===== src/rtl/cpg_pkg.sv =====
package cpg_pkg;
  typedef enum logic {
    PH_LOW  = 1'b0,
    PH_HIGH = 1'b1
  } phase_e;

  function automatic phase_e phase_flip(input phase_e p);
    return (p == PH_LOW) ? PH_HIGH : PH_LOW;
  endfunction
endpackage


===== src/rtl/cpg_prescale_stage.sv =====
module cpg_prescale_stage
  import cpg_pkg::*;
#(
  parameter int W = 8
) (
  input  logic         clk,
  input  logic         rst_n,
  input  logic         run,
  input  logic         strobe,
  input  phase_e       phase_nx,
  input  logic [W-1:0] lo_rl,
  input  logic [W-1:0] hi_rl,
  output logic         tick,
  output logic         pin
);
  logic [W-1:0] cnt_q, cnt_d;
  logic         pin_q, pin_d;

  // expiry: last strobe of the current segment
  assign tick = run & strobe & (cnt_q == '0);
  assign pin  = pin_q;

  always_comb begin
    cnt_d = cnt_q;
    pin_d = pin_q;
    if (!run) begin
      cnt_d = lo_rl;
      pin_d = 1'b0;
    end else if (strobe) begin
      if (cnt_q == '0) begin
        cnt_d = (phase_nx == PH_HIGH) ? hi_rl : lo_rl;
        pin_d = ~pin_q;
      end else begin
        cnt_d = cnt_q - 1'b1;
      end
    end
  end

  always_ff @(posedge clk or negedge rst_n) begin
    if (!rst_n) begin
      cnt_q <= '0;
      pin_q <= 1'b0;
    end else begin
      cnt_q <= cnt_d;
      pin_q <= pin_d;
    end
  end
endmodule


===== src/rtl/cpg_phase_stage.sv =====
module cpg_phase_stage
  import cpg_pkg::*;
#(
  parameter int W = 8
) (
  input  logic         clk,
  input  logic         rst_n,
  input  logic         run,
  input  logic         tick,
  input  logic [W-1:0] lo_rl,
  input  logic [W-1:0] hi_rl,
  output phase_e       phase_q,
  output phase_e       phase_nx
);
  logic [W-1:0] cnt_q, cnt_d;
  logic         expire;

  assign expire = tick & (cnt_q == '0);

  always_comb begin
    phase_nx = phase_q;
    cnt_d    = cnt_q;
    if (!run) begin
      phase_nx = PH_LOW;
      cnt_d    = lo_rl;
    end else if (tick) begin
      if (expire) begin
        phase_nx = phase_flip(phase_q);
        cnt_d    = (phase_nx == PH_HIGH) ? hi_rl : lo_rl;
      end else begin
        cnt_d = cnt_q - 1'b1;
      end
    end
  end

  always_ff @(posedge clk or negedge rst_n) begin
    if (!rst_n) begin
      cnt_q   <= '0;
      phase_q <= PH_LOW;
    end else begin
      cnt_q   <= cnt_d;
      phase_q <= phase_nx;
    end
  end
endmodule


===== src/rtl/casc_pulse_gen.sv =====
module casc_pulse_gen
  import cpg_pkg::*;
#(
  parameter int W = 8
) (
  input  logic         clk,
  input  logic         rst_n,
  input  logic         cnt_en,
  input  logic         lo_run_en,
  input  logic         hi_run_en,
  input  logic [W-1:0] pre_lo_rl,
  input  logic [W-1:0] pre_hi_rl,
  input  logic [W-1:0] out_lo_rl,
  input  logic [W-1:0] out_hi_rl,
  output logic         pre_pin,
  output logic         out_pin,
  output logic         stage_tick
);
  logic   run;
  phase_e phase_q, phase_nx;

  assign run = lo_run_en & hi_run_en;

  cpg_prescale_stage #(.W(W)) u_pre (
    .clk      (clk),
    .rst_n    (rst_n),
    .run      (run),
    .strobe   (cnt_en),
    .phase_nx (phase_nx),
    .lo_rl    (pre_lo_rl),
    .hi_rl    (pre_hi_rl),
    .tick     (stage_tick),
    .pin      (pre_pin)
  );

  cpg_phase_stage #(.W(W)) u_out (
    .clk      (clk),
    .rst_n    (rst_n),
    .run      (run),
    .tick     (stage_tick),
    .lo_rl    (out_lo_rl),
    .hi_rl    (out_hi_rl),
    .phase_q  (phase_q),
    .phase_nx (phase_nx)
  );

  assign out_pin = (phase_q == PH_HIGH);
endmodule


===== config.mk =====
export PLATFORM = sky130hd
export DESIGN_NAME = casc_pulse_gen
export DESIGN_NICKNAME = d
export VERILOG_FILES = /design/src/rtl/cpg_pkg.sv /design/src/rtl/cpg_prescale_stage.sv /design/src/rtl/cpg_phase_stage.sv /design/src/rtl/casc_pulse_gen.sv
export SDC_FILE = /design/constraint.sdc
export NUM_CORES = 1
export LEC_CHECK = 0
export BUFFER_PORTS_ARGS = -buffer_cell sky130_fd_sc_hd__buf_2
export CAP_MARGIN = 20
export CELL_PAD_IN_SITES_DETAIL_PLACEMENT = 1
export CELL_PAD_IN_SITES_GLOBAL_PLACEMENT = 1
export CORE_MARGIN = 2
export CORE_UTILIZATION = 39
export CTS_CLUSTER_SIZE = 40
export DETAILED_ROUTE_END_ITERATION = 6
export GPL_ROUTABILITY_DRIVEN = 0
export PLACE_DENSITY_LB_ADDON = 0.1
export RECOVER_POWER = 50
export SETUP_SLACK_MARGIN = 0.15
export SLEW_MARGIN = 5
export SYNTH_ARGS = -nofsm -noshare
export SYNTH_HDL_FRONTEND = slang
export SYNTH_SLANG_ARGS = --single-unit

===== constraint.sdc =====
create_clock -name clk -period 6.33 [get_ports clk]
set_clock_uncertainty 0.2 [all_clocks]
set_input_delay 0.3165 -clock clk [delete_from_list [all_inputs] [get_ports clk]]
set_output_delay 0.3165 -clock clk [all_outputs]
set_load 0.05 [all_outputs]

==> results.txt <==
Max rail drop VDD = 84.8 uV
max_cap viols = 0
Clk pwr share = 27.8%
leakage power = 0.708 nW
sequential-to-total area share from yosys stat = 34.0%
row cnt = 21
Clk Latency, worst-skew pair = 300 ps
design area = 1600 um^2
worst setup path category = reg2out
FILL cells = 446
Mean Syn Cell Area = 8.04 um^2
Post-synth EDFFs = 0
cell count after synthesis = 165
largest net degree at the start of global routing = 22
post-CTS setup buffers = 0
Synthesis Warnings = 0
ys async rst share = 100%
die area = 3880 um^2
Fin. Hold Viols = 0
die span in x = 62.3 um
RSZ-0062 raised after global routing = false
footprint of the multi-input gates = 806 um^2
Worst Path Required = 5810 ps
sequential power share = 50.7%
total CTS buffers = 3
dpl ws = 3480 ps
Slew Viols, Final = 0
setup tns final = 0 ps
boundary pin count = 40
post-synth cell types = 42
status = completed
leading post-synthesis cells by cell area = dfrtp_1 34%, nand2_1 5.9%, nor2_1 4.8%
Synth Area in Compound Gates = 26.2%
min Tclk post-route = 2900 ps
commonest cells in the netlist = 21 x nand2_1, 18 x dfrtp_1, 17 x nor2_1
vias in the first global route = 1501
Worst setup EP type = output pin
largest family of logic cells by synthesized area = compound AO/OA/AOI/OAI gates
Tcrit/Tclk final = 45.7%
Sw Share = 31.0%
power density over cell area = 169 nW/um^2
Clock Path Buffers = 2
Mapped Nets = 206
total congestion overflow = 0
Setup WS post-layout = 3430 ps
Min Hold Slack = 39.0 ps
first-pass GRT wire length = 7.09 mm
DR DRC count = 0
initial antenna violation count = 0
crit path max fanout = 7
Util after Layout = 48.2%
Placed Area = 1540 um^2
post-synthesis mux area share = 1.60%
vias = 1400
most common cell in the synthesized netlist = nand2_1
startpoint types = flop
max frequency = 345 MHz
Int Pwr = 0.186 mW
Port-buffer cells = 39
simple-gate area share of the yosys netlist = 25.8%
area share of fa/ha/maj cells after synthesis = 3.77%
Worst-Margin Slew = 1070 ps
Comb power frac = 21.4%
main flop type after synthesis = dfrtp_1
largest area contributor in the netlist = dfrtp_1
share of layout cells above drive strength 1 = 22.9%
post-synth top area share = 34.0%
HP Class = in2reg
Post-Synth XOR/XNOR Area = 3.30%
GRT Total Usage = 23.2%
dpl hpwl = 3.22 mm
drt wl/cell = 16.7 um
Final ANT Viol Nets = 0
antenna cell count = 0
Clock Sinks = 18
H-Tree Level Count = 1
CTS root buffer = clkbuf_4
Finish-stage setup viols = 0
Post-Syn Area = 1330 um^2
layout overhead on the synthesized area = 20.4%
nets@finish = 243
Clock transition at path regs = 120 ps
Pre-antenna DRT Iters = 4
core area = 3310 um^2
max_slew headroom = 28.4%
NetSw = 0.0835 mW
initial detailed-routing violation count = 46
CTS tree = built
chip height = 62.3 um
Initial Utilization = 40.1%
via density per instance = 5.67
final wirelength = 4.14 mm
CP arrival = 2380 ps
#FFs+latches synth = 18
register area = 450 um^2
-- flip-flops by register name (all words and copies together) (netlist names) --
| register | flops |
|---|---|
| u_pre.cnt_q | 8 |
| u_out.cnt_q | 8 |
| u_out.phase_q | 1 |
| u_pre.pin | 1 |
-- power by group through the flow --
stage	Sequential [mW]	Combinational (mW)	Clock [mW]
after detailed placement	0.139	0.0572	0
after CTS	0.136	0.0580	0.0781
after floorplan	0.135	0.0347	0
after global routing	0.138	0.0657	0.0830
final	0.137	0.0577	0.0749
after global placement	0.138	0.0548	0
-- worst max-delay path, cell delays in order (launching register included) --
cell and delay [ps]:
dfrtp_1 410, inv_1 130, ha_1 190, nor4b_4 250
nand2_1 140, nor2_1 390, nand2_1 180, inv_1 110
buf_2 260
-- cells in the final DEF (no fill, tap or decap), types with 4 or more instances in the layout --
cell / synthesis / final
o21ai_0: 12 / 12
nand2_1: 21 / 21
dfrtp_1: 18 / 18
ha_1: 4 / 4
a21oi_1: 9 / 9
a211oi_1: 6 / 6
nand3_1: 6 / 6
nor2_1: 17 / 17
inv_1: 9 / 9
buf_2: 2 / 37
o311ai_0: 4 / 4
-- final timing paths --
| kind | startpoint | end | slack (ps) | depth (start not counted) |
|---|---|---|---|---|
| worst max-delay path | u_pre.cnt_q[0]$_DFFE_PN0P_ | stage_tick | 3430 | 8 |
| worst min-delay path | pre_hi_rl[5] | u_pre.cnt_q[5]$_DFFE_PN0P_ | 40 | 3 |
| worst min register to register | u_pre.pin$_DFFE_PN0P_ | u_pre.pin$_DFFE_PN0P_ | 370 | 2 |
| worst max register to register | u_out.cnt_q[4]$_DFFE_PN0P_ | u_pre.cnt_q[3]$_DFFE_PN0P_ | 3460 | 6 |
| max in group asynchronous | rst_n | u_pre.cnt_q[2]$_DFFE_PN0P_ | 4770 | 2 |
| min in group asynchronous | rst_n | u_pre.cnt_q[6]$_DFFE_PN0P_ | 510 | 2 |
-- per-stage QoR --
step | total power, mW | std cells
after floorplan | 0.170 | 165
after global placement | 0.193 | 241
after detailed placement | 0.196 | 241
after CTS | 0.273 | 246
after global routing | 0.287 | 247
final | 0.269 | 247
-- timing repair --
item	CTS	global route
endpoints found under the hold margin	18	1
resized for setup	0	0
hold buffers	1	1
-- routing by layer --
layer,vias to the layer above,track usage [%],part of all wire (%)
met5,-,0,0
met4,0,6.67,1.0
met3,6,3.26,3.2
met2,31,45.2,55
met1,679,25.9,41
li1,684,-,-
-- kinds of logic after synthesis --
family / Yosys count
compound gates: 51
xor+xnor: 5
fa+ha+maj: 4
buf+inv: 18
flops: 18
mux: 2
simple gates: 67
-- final cells by class --
type	instances	share of cell area (%)
multi-input cells	129	50.5
clock buffers	4	2.27
flip-flops and latches	18	28.2
repair buffers	41	13.3
inverters	9	2.12
well taps	46	3.61
No activity file was read; power rests on OpenSTA's default activity.
